File: src/rtl/pt_walk_pkg.sv
package pt_walk_pkg;

  typedef enum logic [2:0] {
    IDLE    = 3'd0,
    RD_L1   = 3'd1,
    WAIT_L1 = 3'd2,
    RD_L2   = 3'd3,
    WAIT_L2 = 3'd4,
    DONE    = 3'd5
  } walk_state_e;

endpackage

File: src/rtl/pt_va_split.sv
module pt_va_split #(
  parameter int L1_W  = 3,
  parameter int L2_W  = 2,
  parameter int OFF_W = 3,
  localparam int VA_W = L1_W + L2_W + OFF_W
) (
  input  logic [VA_W-1:0]  va_i,
  output logic [L1_W-1:0]  idx1_o,
  output logic [L2_W-1:0]  idx2_o,
  output logic [OFF_W-1:0] off_o
);

  // Upper field indexes the root table, middle field the leaf table.
  assign idx1_o = va_i[VA_W-1 -: L1_W];
  assign idx2_o = va_i[OFF_W +: L2_W];
  assign off_o  = va_i[OFF_W-1:0];

endmodule

File: src/rtl/pt_entry_dec.sv
module pt_entry_dec #(
  parameter int ENT_W = 8,
  parameter int MA_W  = 7,
  parameter int PPN_W = 5
) (
  input  logic [ENT_W-1:0] ent_i,
  output logic             valid_o,
  output logic [MA_W-1:0]  ptr_o,
  output logic [PPN_W-1:0] ppn_o
);

  assign valid_o = ent_i[ENT_W-1];
  assign ptr_o   = ent_i[MA_W-1:0];
  assign ppn_o   = ent_i[PPN_W-1:0];

endmodule

File: src/rtl/pt_addr_gen.sv
module pt_addr_gen #(
  parameter int MA_W = 7,
  parameter int L1_W = 3,
  parameter int L2_W = 2
) (
  input  logic            sel_l2_i,
  input  logic [MA_W-1:0] root_base_i,
  input  logic [MA_W-1:0] leaf_base_i,
  input  logic [L1_W-1:0] idx1_i,
  input  logic [L2_W-1:0] idx2_i,
  output logic [MA_W-1:0] addr_o
);

  logic [MA_W-1:0] base_sel;
  logic [MA_W-1:0] idx_sel;

  always_comb begin
    if (sel_l2_i) begin
      base_sel = leaf_base_i;
      idx_sel  = MA_W'(idx2_i);
    end else begin
      base_sel = root_base_i;
      idx_sel  = MA_W'(idx1_i);
    end
  end

  // Sum wraps at the memory size.
  assign addr_o = base_sel + idx_sel;

endmodule

File: src/rtl/pt_walk_ctrl.sv
module pt_walk_ctrl
  import pt_walk_pkg::*;
#(
  parameter int VA_W  = 8,
  parameter int MA_W  = 7,
  parameter int PPN_W = 5
) (
  input  logic             clk,
  input  logic             rst_n,
  input  logic             req_valid_i,
  input  logic [VA_W-1:0]  req_va_i,
  input  logic [MA_W-1:0]  tbl_base_i,
  input  logic             mem_ack_i,
  input  logic             ent_valid_i,
  input  logic [MA_W-1:0]  ent_ptr_i,
  input  logic [PPN_W-1:0] ent_ppn_i,
  output logic [VA_W-1:0]  va_q_o,
  output logic [MA_W-1:0]  root_base_o,
  output logic [MA_W-1:0]  leaf_base_o,
  output logic [PPN_W-1:0] ppn_o,
  output logic             sel_l2_o,
  output logic             busy_o,
  output logic             done_o,
  output logic             fault_o,
  output logic             mem_req_o
);

  walk_state_e      state_q, state_d;
  logic [VA_W-1:0]  va_q;
  logic [MA_W-1:0]  root_q, leaf_q, leaf_d;
  logic [PPN_W-1:0] ppn_q, ppn_d;
  logic             fault_q, fault_d;
  logic             accept;
  logic             leaf_en, ppn_en;

  assign accept = (state_q == IDLE) && req_valid_i;

  always_comb begin
    state_d = state_q;
    leaf_d  = leaf_q;
    ppn_d   = ppn_q;
    fault_d = fault_q;
    leaf_en = 1'b0;
    ppn_en  = 1'b0;
    unique case (state_q)
      IDLE: begin
        if (req_valid_i) begin
          state_d = RD_L1;
          fault_d = 1'b0;
          ppn_d   = '0;
          ppn_en  = 1'b1;
        end
      end
      RD_L1: state_d = WAIT_L1;
      WAIT_L1: begin
        if (mem_ack_i) begin
          if (ent_valid_i) begin
            leaf_d  = ent_ptr_i;
            leaf_en = 1'b1;
            state_d = RD_L2;
          end else begin
            fault_d = 1'b1;
            state_d = DONE;
          end
        end
      end
      RD_L2: state_d = WAIT_L2;
      WAIT_L2: begin
        if (mem_ack_i) begin
          if (ent_valid_i) begin
            ppn_d  = ent_ppn_i;
            ppn_en = 1'b1;
          end else begin
            fault_d = 1'b1;
          end
          state_d = DONE;
        end
      end
      DONE:    state_d = IDLE;
      default: state_d = IDLE;
    endcase
  end

  always_ff @(posedge clk or negedge rst_n) begin
    if (!rst_n) begin
      state_q <= IDLE;
      fault_q <= 1'b0;
    end else begin
      state_q <= state_d;
      fault_q <= fault_d;
    end
  end

  always_ff @(posedge clk or negedge rst_n) begin
    if (!rst_n) begin
      va_q   <= '0;
      root_q <= '0;
      leaf_q <= '0;
      ppn_q  <= '0;
    end else begin
      if (accept) begin
        va_q   <= req_va_i;
        root_q <= tbl_base_i;
      end
      if (leaf_en) leaf_q <= leaf_d;
      if (ppn_en)  ppn_q  <= ppn_d;
    end
  end

  assign va_q_o      = va_q;
  assign root_base_o = root_q;
  assign leaf_base_o = leaf_q;
  assign ppn_o       = ppn_q;
  assign sel_l2_o    = (state_q == RD_L2);
  assign busy_o      = (state_q != IDLE);
  assign done_o      = (state_q == DONE) && !fault_q;
  assign fault_o     = (state_q == DONE) && fault_q;
  assign mem_req_o   = (state_q == RD_L1) || (state_q == RD_L2);

  AST_NO_DUAL_RESULT: assert property (@(posedge clk) disable iff (!rst_n)
    !(done_o && fault_o));
  AST_REQ_PULSE: assert property (@(posedge clk) disable iff (!rst_n)
    mem_req_o |=> !mem_req_o);
  AST_REQ_IN_WALK: assert property (@(posedge clk) disable iff (!rst_n)
    mem_req_o |-> busy_o);
  AST_RESULT_RELEASES: assert property (@(posedge clk) disable iff (!rst_n)
    (done_o || fault_o) |=> !busy_o);
  AST_ACCEPT_IDLE: assert property (@(posedge clk) disable iff (!rst_n)
    (!busy_o && req_valid_i) |=> (busy_o && mem_req_o));
  AST_IDLE_QUIET: assert property (@(posedge clk) disable iff (!rst_n)
    !busy_o |-> !(done_o || fault_o || mem_req_o));

endmodule

File: src/rtl/pt_walker.sv
module pt_walker #(
  parameter int L1_W  = 3,
  parameter int L2_W  = 2,
  parameter int OFF_W = 3,
  parameter int PPN_W = 5,
  parameter int MA_W  = 7,
  parameter int ENT_W = 8,
  localparam int VA_W = L1_W + L2_W + OFF_W,
  localparam int PA_W = PPN_W + OFF_W
) (
  input  logic             clk,
  input  logic             rst_n,
  input  logic [MA_W-1:0]  tbl_base_i,
  input  logic             req_valid_i,
  input  logic [VA_W-1:0]  req_va_i,
  output logic             busy_o,
  output logic             done_o,
  output logic             fault_o,
  output logic [PA_W-1:0]  pa_o,
  output logic             mem_req_o,
  output logic [MA_W-1:0]  mem_addr_o,
  input  logic             mem_ack_i,
  input  logic [ENT_W-1:0] mem_rdata_i
);

  logic             ent_valid;
  logic [MA_W-1:0]  ent_ptr;
  logic [PPN_W-1:0] ent_ppn;
  logic [VA_W-1:0]  va_q;
  logic [MA_W-1:0]  root_base, leaf_base;
  logic [PPN_W-1:0] ppn;
  logic             sel_l2;
  logic [L1_W-1:0]  idx1;
  logic [L2_W-1:0]  idx2;
  logic [OFF_W-1:0] off;

  pt_entry_dec #(.ENT_W(ENT_W), .MA_W(MA_W), .PPN_W(PPN_W)) u_dec (
    .ent_i   (mem_rdata_i),
    .valid_o (ent_valid),
    .ptr_o   (ent_ptr),
    .ppn_o   (ent_ppn)
  );

  pt_walk_ctrl #(.VA_W(VA_W), .MA_W(MA_W), .PPN_W(PPN_W)) u_ctrl (
    .clk         (clk),
    .rst_n       (rst_n),
    .req_valid_i (req_valid_i),
    .req_va_i    (req_va_i),
    .tbl_base_i  (tbl_base_i),
    .mem_ack_i   (mem_ack_i),
    .ent_valid_i (ent_valid),
    .ent_ptr_i   (ent_ptr),
    .ent_ppn_i   (ent_ppn),
    .va_q_o      (va_q),
    .root_base_o (root_base),
    .leaf_base_o (leaf_base),
    .ppn_o       (ppn),
    .sel_l2_o    (sel_l2),
    .busy_o      (busy_o),
    .done_o      (done_o),
    .fault_o     (fault_o),
    .mem_req_o   (mem_req_o)
  );

  pt_va_split #(.L1_W(L1_W), .L2_W(L2_W), .OFF_W(OFF_W)) u_split (
    .va_i   (va_q),
    .idx1_o (idx1),
    .idx2_o (idx2),
    .off_o  (off)
  );

  pt_addr_gen #(.MA_W(MA_W), .L1_W(L1_W), .L2_W(L2_W)) u_agen (
    .sel_l2_i    (sel_l2),
    .root_base_i (root_base),
    .leaf_base_i (leaf_base),
    .idx1_i      (idx1),
    .idx2_i      (idx2),
    .addr_o      (mem_addr_o)
  );

  assign pa_o = {ppn, off};

  AST_PA_KEEPS_OFFSET: assert property (@(posedge clk) disable iff (!rst_n)
    done_o |-> (pa_o[OFF_W-1:0] == va_q[OFF_W-1:0]));

endmodule

File: config.mk
export PLATFORM = sky130hd
export DESIGN_NAME = pt_walker
export DESIGN_NICKNAME = d
export VERILOG_FILES = /design/src/rtl/pt_walk_pkg.sv /design/src/rtl/pt_va_split.sv /design/src/rtl/pt_entry_dec.sv /design/src/rtl/pt_addr_gen.sv /design/src/rtl/pt_walk_ctrl.sv /design/src/rtl/pt_walker.sv
export SDC_FILE = /design/constraint.sdc
export NUM_CORES = 1
export LEC_CHECK = 0
export BUFFER_PORTS_ARGS = -buffer_cell sky130_fd_sc_hd__buf_4
export CAP_MARGIN = 20
export CORE_UTILIZATION = 25
export DETAILED_ROUTE_END_ITERATION = 10
export PLACE_DENSITY = 0.49
export SETUP_SLACK_MARGIN = 0.1
export SLEW_MARGIN = 40
export SYNTH_ARGS = -nofsm -noshare
export SYNTH_HDL_FRONTEND = slang
export SYNTH_SLANG_ARGS = --single-unit
export TNS_END_PERCENT = 50
File: constraint.sdc
create_clock -name clk -period 2.5 [get_ports clk]
set_input_delay 0.25 -clock clk [delete_from_list [all_inputs] [get_ports clk]]
set_output_delay 0.25 -clock clk [all_outputs]
set_load 0.005 [all_outputs]
# --- Yosys cells after proc, flatten, opt, wreduce, memory -nomap -nowiden ---
# Index checks and enable logic that the tools add are counted.
totals:
  output_inout_bits: 19
  elab_cells: 52
  latch_bits: 0
  reg_bits: 31
  rom_bits: 0
  mem_bits_rw: 0
  mem_count: 0
classes:
  mul: 0
  order_cmp: 0
  n_mux: 20
  shifts: 0
  n_addsub: 1
  n_bitwise: 0
  n_div: 0
  eq_ne: 11
  reduce_logical: 14
op_table:
  columns: ["op", "count"]
  rows:
  - ["$mux W3", 5]
  - ["$mux W5", 3]
  - ["$pmux W3 S5", 1]
  - ["$ne A2 B2 Y1 const B", 5]
  - ["$pmux W5 S2", 1]
  - ["$reduce_and A4 Y1", 2]
  - ["$add A7 B3 Y7", 1]
  - ["$mux W1", 7]
  - ["$mux W7", 1]
  - ["$eq A3 B2 Y1 const B", 2]
  - ["$eq A3 B3 Y1 const B", 2]
  - ["$reduce_and A5 Y1", 1]
  - ["$pmux W1 S2", 2]
  - ["$reduce_bool A2 Y1", 2]
  - ["$eq A3 B1 Y1 const B", 1]
  - ["$logic_and A1 B1 Y1", 3]
  - ["$logic_not A3 Y1", 1]
  - ["$reduce_and A3 Y1", 1]
  - ["$reduce_bool A3 Y1", 1]
  - ["$ne A2 B1 Y1 const B", 1]
  - ["$reduce_or A2 Y1", 1]
  - ["$logic_not A1 Y1", 1]
  - ["$logic_or A1 B1 Y1", 1]

# --- Longest topological paths before layout ---
# Gate-level depths: netlist of the first run.
depth:
  depth_word: 4
  mapped_depth: 11
  mapped_depth_nobuf: 10

# --- Modules after synthesis ---
# A second synthesis of the first run with hierarchy kept.
hier_totals:
  hier_cells: 144
  hier_area_um2: 1788.0
by_module_without_submodules:
  columns: ["module", "area_per_inst_um2", "instances", "cells_per_inst"]
  rows:
  - ["pt_walk_ctrl", 1325.0, 1, 89]
  - ["pt_addr_gen", 305.3, 1, 34]
  - ["pt_entry_dec", 97.6, 1, 13]
  - ["pt_va_split", 60.1, 1, 8]

# --- Worst setup path after synthesis of the first run ---
# Ideal clock, no wire load.
synth_path:
  path_kind: "reg-to-output"
  start: "register u_ctrl.state_q[2]"
  end: "output mem_addr_o[6]"
  stages_incl_launch_ff: 12
  arrival_ns: 2.296
  required_ns: 2.250
  path_slack_ns: -0.046
  cell_sequence: "dfrtp_1 -> buf_2 -> nor2b_4 -> nand2_2 -> mux2_2 -> ha_1 -> inv_1 -> fa_1 -> nor2b_1 -> o2111ai_1 -> xor2_1 -> mux2i_1"
synth_between:
  elab_chain_cells: 3
synth_lines:
  columns: ["item", "line_no", "rtl"]
  rows:
  - ["start, declared", "pt_walk_ctrl.sv:28", "walk_state_e state_q, state_d;"]
  - ["start signal, assigned", "pt_walk_ctrl.sv:89", "state_q <= state_d;"]
  - ["$eq A3 B2 Y1 *", "pt_walk_ctrl.sv:114", "assign sel_l2_o = (state_q == RD_L2);"]
  - ["$mux W7 / $mux W3 (equally long branches)", "pt_addr_gen.sv:18", "if (sel_l2_i) begin"]
  - ["$add A7 B3 Y7 *", "pt_addr_gen.sv:28", "assign addr_o = base_sel + idx_sel;"]
  - ["end, declared", "pt_walker.sv:21", "output logic [MA_W-1:0] mem_addr_o,"]
# Mark *: on every way between the ends. The rest lies on a longest branch, timed or not.

# --- Worst setup path in the final report of the first run ---
# Same ends and word-level chain as after synthesis.

==> qor.csv, run 1 <==
stage;metric;value;unit
floorplan;die width;83.1;um
run_status;status;finished, violations left;
setup_path;CP max-delay cell;fa_2;
setup_path;cell repeated most along the worst path;nor2b_4;
floorplan;die span in y;83.1;um
route;DR iter-0 viols;69;
sta;RSZ-0062 raised after global routing;yes;
clock_network;TritonCTS clock tree;done;
place;Area after DPL;2120;sq um
pwr;switching power total;0.00113;W
route;DRT Pass-1 Iters;4;
sta;Clock Skew;0.00501;ns
grt;initial antenna violation count;0;
pwr;switching part of the total;0.357;
yosys;Syn Nets;167;
yosys;synthesized instance count;136;
setup_path;RR Startpoint;u_ctrl.state_q[2]$_DFFE_PN0P_;
route;vias;1195;
route;DR DRC count;0;
place;Final HPWL DP;2570;um
clock_network;total CTS buffers;5;
floorplan;# rows;29;
setup_path;Arrival @ worst endpoint;2.40;ns
yosys;Mapped Area;1640;sq um
layout;most frequent cells in the layout;54 x buf_4, 31 x dfrtp_1, 17 x mux2_2;
sta;minimum clock period after layout;2.65;ns
route;vias per std cell;4.39;
layout;P&R area growth vs syn;40.6;%
place;GP Congestion;0.712;
sta;FMAX;378;MHz
setup_path;Crit path required time;2.25;ns
setup_path;CP Max Fanout;6;
sta;Final Cycle Share;1.06;
worst_hold_path;Hold Crit Start;req_va_i[0];
setup_path;CP Launch Type;flip-flop;
floorplan;Starting Density;0.259;
setup_path;crit path kind;reg -> out;
pwr;Seq pwr share;0.288;
sta;max_slew headroom;0.730;
layout;fin nets;225;
floorplan;DIE AREA;6900;sq um
sta;worst slew pin tran;0.405;ns
grt;grt total ovfl;0;
clock_network;worst-skew pair later-pin latency;0.29;ns
yosys;flops & latches, synth;31;
grt;vias in the first global route;1227;
pwr;Pwr Density;1370;nW/um^2
setup_path;R2R cell count;5;
grt;largest net degree at the start of global routing;32;
pwr;Internal;0.00204;W
clock_network;clock sinks;31;
sta;worst setup margin;-0.149;ns
route;WL final;3560;um
sta;Setup-failing EPs final;3;
run_status;failing checks;setup timing;
sta;final hold violation count;0;
worst_hold_path;Hold EP;u_ctrl.va_q_o[0]$_DFFE_PN0N_;
setup_path;R2R Setup Slk;0.80;ns
floorplan;I/O pins;46;
pwr;Gate power share;0.588;
setup_path;nature of the critical path endpoint;output pin;
worst_hold_path;Hold Crit Class;in -> reg;
clock_network;root cell of the clock tree;clkbuf_8;
yosys;Ys Warns;0;
grt;Total GRT Usage;0.113;
layout;cell area after layout;2310;sq um
clock_network;clock slew at reported path FFs;0.07;ns
pwr;clock share of power;0.124;
layout;# diodes;0;
route;Final ANT Viol Nets;0;
layout;commonest non-fill, non-tap cell in the layout;buf_4;
sta;max-slew violations;0;
yosys;Netlist cell types;36;
worst_hold_path;hold path depth;2;
yosys;Post-Syn Area per Cell;12.1;sq um
job;max cap viols;0;
setup_path;capture point of the worst reg-to-reg path;u_ctrl.root_base_o[5]$_DFFE_PN0N_;
clock_network;CTS H-tree lvls;2;
floorplan;Core Region;6350;sq um
layout;share of layout cells above drive strength 1;0.559;
route;mean routed wirelength per cell;13.1;um
setup_path;worst-path cell chain;nor2b_4 -> nand2_4 -> mux2_2 -> inv_1 -> fa_2 -> nor2b_4 -> o2111ai_2 -> xor2_1 -> mux2i_1 -> buf_4;
sta;setup TNS;-0.363;ns
clock_network;Clock Path Buffers;2;
grt;first-pass GRT wire length;6070;um
sta;hold slack;0.190;ns
setup_path;largest stage delay on the critical path;0.41;ns
place;IO buf count;45;
layout;fillers;609;
pwr;Lkg Pwr;1.10;nW
pwr;peak supply drop;441;uV
yosys;register area share after synthesis;0.472;
-- per-layer routing --
layer  global-route usage  vias up  wire length [um]
met5                    0        -                 0
met4               0.0564        0                76
met3               0.0249        8               138
met2                0.175       25              1660
met1                0.148      578              1680
li1                     -      584                 -
-- worst max-delay path by stage --
| stage | from | end | slack (ns) | depth (start not counted) |
|---|---|---|---|---|
| after global placement | u_ctrl.state_q[2]$_DFFE_PN0P_ | mem_addr_o[6] | 0.07 | 11 |
| after global routing | u_ctrl.state_q[2]$_DFFE_PN0P_ | mem_addr_o[4] | -0.28 | 11 |
| final | u_ctrl.state_q[2]$_DFFE_PN0P_ | mem_addr_o[6] | -0.15 | 10 |
| after floorplan | u_ctrl.state_q[2]$_DFFE_PN0P_ | mem_addr_o[6] | 0.12 | 11 |
| after detailed placement | u_ctrl.state_q[2]$_DFFE_PN0P_ | mem_addr_o[6] | 0.03 | 11 |
| after CTS | u_ctrl.state_q[2]$_DFFE_PN0P_ | mem_addr_o[6] | -0.18 | 11 |
-- flip-flops by register name (all words and copies together), names as in the netlist --
| signal | flops |
|---|---|
| u_ctrl.state_q | 3 |
| u_ctrl.ppn_o | 5 |
| u_ctrl.va_q_o | 8 |
| u_ctrl.root_base_o | 7 |
| u_ctrl.leaf_base_o | 7 |
| u_ctrl.fault_q | 1 |
-- cells in the mapped netlist --
library cell  number  area, sq um
nand3_2            1         10.0
o2111ai_1          2         17.5
or3_2              1         7.51
o211ai_1           2         15.0
ha_1               3         37.5
buf_6              2         22.5
mux2i_1            4         40.0
and2_1             1         6.26
o21ai_2            1         8.76
and3_1             2         12.5
or2b_1             1         7.51
xnor2_1            3         26.3
nor2_1             5         18.8
dfrtp_1           31          776
xor2_1             6         52.6
nand2_1           11         41.3
mux2_2            19          214
nor2b_1            2         12.5
nor2_2             1         6.26
a21o_1             2         15.0
a211oi_1           1         7.51
nand2_2            1         6.26
and2b_1            2         15.0
nor2b_4            1         13.8
o21bai_1           1         7.51
fa_1               1         20.0
a31oi_1            1         6.26
a21oi_1            3         15.0
inv_1              5         18.8
mux2_4             8          120
and2_2             1         7.51
o21ai_0            7         35.0
buf_2              1         5.00
and2_0             1         6.26
clkbuf_1           1         3.75
and2b_2            1         8.76
-- final cells by class --
type | count | area, sq um | area share
clock inverters | 3 | 20.0 | 0.00866
repair buffers | 55 | 415 | 0.180
multi-input cells | 96 | 917 | 0.397
flip-flops and latches | 31 | 776 | 0.335
inverters | 5 | 18.8 | 0.00812
well taps | 77 | 96.3 | 0.0417
clock buffers | 5 | 68.8 | 0.0298
-- power by group through the flow --
stage / sequential (W) / clock [W] / combinational (W)
final: 0.000915 / 0.000395 / 0.00187
after floorplan: 0.000879 / 0 / 0.00103
after global placement: 0.000922 / 0 / 0.00162
after detailed placement: 0.000912 / 0 / 0.00163
after CTS: 0.000916 / 0.000414 / 0.00184
after global routing: 0.000948 / 0.000430 / 0.00205
-- cell families after synthesis --
group / count (synthesis) / synth area share
compound gates: 20 / 0.0776
xor+xnor: 9 / 0.0479
fa+ha+maj: 4 / 0.0350
buf+inv: 9 / 0.0304
flops: 31 / 0.472
mux: 31 / 0.228
simple gates: 32 / 0.110
-- repair_timing --
| action | in CTS | in global routing |
|---|---|---|
| gates resized for setup | 11 | 1 |
| endpoints found under the setup margin | 4 | 4 |
| hold buffers | 1 | 0 |
| pin swaps | 7 | 1 |
| setup buffers | 2 | 1 |
| gates cloned | 0 | 0 |
| endpoints found under the hold margin | 31 | 0 |
-- critical path: cells and delay by family, from the launching register on --
family | cells | cell delay, ns
compound gates | 1 | 0.12
xor+xnor | 1 | 0.16
fa+ha+maj | 1 | 0.41
buf+inv | 2 | 0.20
flops | 1 | 0.40
mux | 2 | 0.41
simple gates | 3 | 0.41
-- metrics by stage --
stage          utilization  setup slack, ns  instances  power, W
3_3_place_gp         0.334           0.0654        260   0.00254
5_1_grt              0.364           -0.283        272   0.00343
4_1_cts              0.362           -0.182        271   0.00317
2_1_floorplan            -            0.120        136   0.00190
6_report             0.364           -0.149        272   0.00318
3_5_place_dp         0.334           0.0327        260   0.00254
Power figures use the tool's default switching activity.
==> inputs of run 2 (changes only) <==
Settings changed: REMOVE_ABC_BUFFERS set to 1.
==> run 2 against run 1 <==
The run still ends with setup timing left. Sequential share of layout area decreased by 0.23 points. Worst setup slack got worse by 0.0044 ns. Die area did not move. Sequential power grew 0.4%. Global-route usage is 0.23 points lower. Wire length up 2.1%. First-iteration DRC count is 23% lower. Worst hold slack gained 0.0090 ns. Non-clock buffer count increased by 3. Clock-buffer cell count up 1. Critical path type unchanged. Highest routed layer unchanged.
==> qor.csv, run 2 (synthesis results as in run 1) <==
stage;metric;value;unit;change
sta;Setup-failing EPs final;3;;unchanged
route;DRT Pass-1 Iters;4;;unchanged
layout;share of layout cells above drive strength 1;0.551;;was 0.559
sta;max-slew violations;0;;unchanged
pwr;Gate power share;0.590;;was 0.588
route;routed length on met2;1770;um;was 1660 um
grt;first-pass GRT wire length;6100;um;was 6070 um
pwr;Seq pwr share;0.291;;was 0.288
sta;max_slew headroom;0.732;;was 0.730
sta;setup TNS;-0.377;ns;was -0.363 ns
route;DR DRC count;0;;unchanged
pwr;clock share of power;0.120;;was 0.124
layout;P&R area growth vs syn;41.6;%;was 40.6%
pwr;Pwr Density;1360;nW/um^2;was 1370 nW/um^2
route;mean routed wirelength per cell;13.2;um;was 13.1 um
run_status;failing checks;setup timing;;unchanged
floorplan;Core Region;6350;sq um;unchanged
grt;grt total ovfl;0;;unchanged
floorplan;die span in y;83.1;um;unchanged
setup_path;R2R cell count;5;;unchanged
worst_hold_path;hold path depth;2;;unchanged
clock_network;clock slew at reported path FFs;0.07;ns;about the same
layout;fin nets;228;;was 225
route;vias;1188;;was 1195
route;WL final;3640;um;was 3560 um
layout;cell area after layout;2330;sq um;was 2310 sq um
clock_network;clock sinks;31;;unchanged
floorplan;die width;83.1;um;unchanged
layout;most frequent cells in the layout;55 x buf_4, 31 x dfrtp_1, 15 x mux2_2;;was 54 x buf_4, 31 x dfrtp_1, 17 x mux2_2
setup_path;crit path kind;reg -> out;;unchanged
floorplan;I/O pins;46;;unchanged
grt;largest net degree at the start of global routing;32;;unchanged
layout;# diodes;0;;unchanged
sta;RSZ-0062 raised after global routing;yes;;unchanged
layout;commonest non-fill, non-tap cell in the layout;buf_4;;unchanged
worst_hold_path;Hold Crit Class;in -> reg;;unchanged
place;Area after DPL;2120;sq um;unchanged
place;GP Congestion;0.729;;was 0.712
sta;minimum clock period after layout;2.65;ns;about the same
clock_network;total CTS buffers;5;;unchanged
layout;fillers;629;;was 609
layout;Largest register FFs;8;;unchanged
sta;worst setup margin;-0.153;ns;was -0.149 ns
floorplan;Starting Density;0.259;;unchanged
setup_path;CP Launch Type;flip-flop;;unchanged
sta;final hold violation count;0;;unchanged
setup_path;Arrival @ worst endpoint;2.40;ns;about the same
clock_network;worst-skew pair later-pin latency;0.28;ns;was 0.29 ns
route;DR iter-0 viols;53;;was 69
pwr;Lkg Pwr;1.12;nW;was 1.10 nW
grt;initial antenna violation count;0;;unchanged
sta;Final Cycle Share;1.06;;about the same
grt;vias in the first global route;1240;;was 1227
clock_network;root cell of the clock tree;clkbuf_8;;unchanged
sta;worst slew pin tran;0.402;ns;was 0.405 ns
pwr;peak supply drop;454;uV;was 441 uV
run_status;status;finished, violations left;;unchanged
place;Placement Setup Slack;-0.0919;ns;was 0.0327 ns
sta;Clock Skew;0.00907;ns;was 0.00501 ns
place;Inst Count DP;264;;was 260
grt;Total GRT Usage;0.111;;was 0.113
layout;post-layout util;0.367;;was 0.364
route;Final ANT Viol Nets;0;;unchanged
layout;Non-Filler Instances;275;;was 272
route;vias per std cell;4.32;;was 4.39
setup_path;CP Max Fanout;5;;was 6
pwr;switching part of the total;0.351;;was 0.357
route;WL met3;113;um;was 138 um
floorplan;DIE AREA;6900;sq um;unchanged
pwr;Internal;0.00205;W;was 0.00204 W
route;Top Metal Used;met4;;unchanged
job;max cap viols;0;;unchanged
place;Final HPWL DP;2650;um;was 2570 um
pwr;switching power total;0.00111;W;was 0.00113 W
setup_path;Crit path required time;2.25;ns;about the same
clock_network;Clock Path Buffers;2;;unchanged
floorplan;# rows;29;;unchanged
clock_network;CTS H-tree lvls;2;;unchanged
sta;FMAX;377;MHz;was 378 MHz
setup_path;nature of the critical path endpoint;output pin;;unchanged
place;IO buf count;45;;unchanged
clock_network;TritonCTS clock tree;done;;unchanged
route;M1 wire length;1710;um;was 1680 um
==> run 2: cell types whose count changed in the layout (fill, tap and decap cells not counted), sizes merged <==
cell	before	now
clkinvlp	2	1
buf	54	57
clkbuf	5	6
==> run 2: power groups by stage <==
stage,logic [W],clock network [W],registers [W]
after floorplan,0.000926,0,0.000884
after global placement,0.00163,0,0.000919
after detailed placement,0.00164,0,0.000909
after CTS,0.00184,0.000399,0.000921
after global routing,0.00204,0.000421,0.000949
final,0.00186,0.000379,0.000919
==> run 2: layout make-up <==
type,instances,area [sq um],area share
Multi-Input combinational cell,96,907,0.390
Sequential cell,31,776,0.333
Timing Repair Buffer,58,445,0.191
Tap cell,77,96.3,0.0414
Clock buffer,6,72.6,0.0312
Inverter,5,18.8,0.00806
Clock inverter,2,12.5,0.00537
==> run 2: critical path: stages, from the launching register on <==
cell and delay, ns:
dfrtp_1 0.41, nor2b_4 0.15, nand2_4 0.09, mux2_4 0.22, ha_4 0.13, inv_2 0.03, fa_2 0.35, nor2b_4 0.17
o2111ai_2 0.12, xor2_1 0.16, mux2i_1 0.15, buf_4 0.13
==> run 2: what timing repair did <==
action	in CTS	in global routing
endpoints found under the setup margin	6	5
resized for setup	16	5
pin swaps	4	4
hold endpoints to repair	31	0
hold buffers	1	0
setup buffers	2	0
==> run 2: final timing paths <==
check,from,endpoint,slack (ns)
worst max-delay path,u_ctrl.state_q[2]$_DFFE_PN0P_,mem_addr_o[6],-0.15
worst min-delay path,tbl_base_i[4],u_ctrl.root_base_o[4]$_DFFE_PN0N_,0.20
worst max register to register,u_ctrl.state_q[2]$_DFFE_PN0P_,u_ctrl.va_q_o[7]$_DFFE_PN0N_,0.68
worst min register to register,u_ctrl.ppn_o[4]$_DFFE_PN0P_,u_ctrl.ppn_o[4]$_DFFE_PN0P_,0.50
max in group asynchronous,rst_n,u_ctrl.root_base_o[0]$_DFFE_PN0N_,1.77
min in group asynchronous,rst_n,u_ctrl.root_base_o[4]$_DFFE_PN0N_,0.44
==> run 2: through the flow <==
step / total power (W) / hold WS [ns]
final: 0.00316 / 0.199
after global routing: 0.00341 / 0.189
after CTS: 0.00316 / 0.188
after detailed placement: 0.00255 / 0.216
after global placement: 0.00255 / 0.212
after floorplan: 0.00181 / -0.0456
==> run 2: per-layer routing <==
| metal | track usage | up-vias |
|---|---|---|
| li1 | - | 589 |
| met1 | 0.145 | 572 |
| met2 | 0.181 | 23 |
| met3 | 0.0258 | 4 |
| met4 | 0.0329 | 0 |
| met5 | 0 | - |
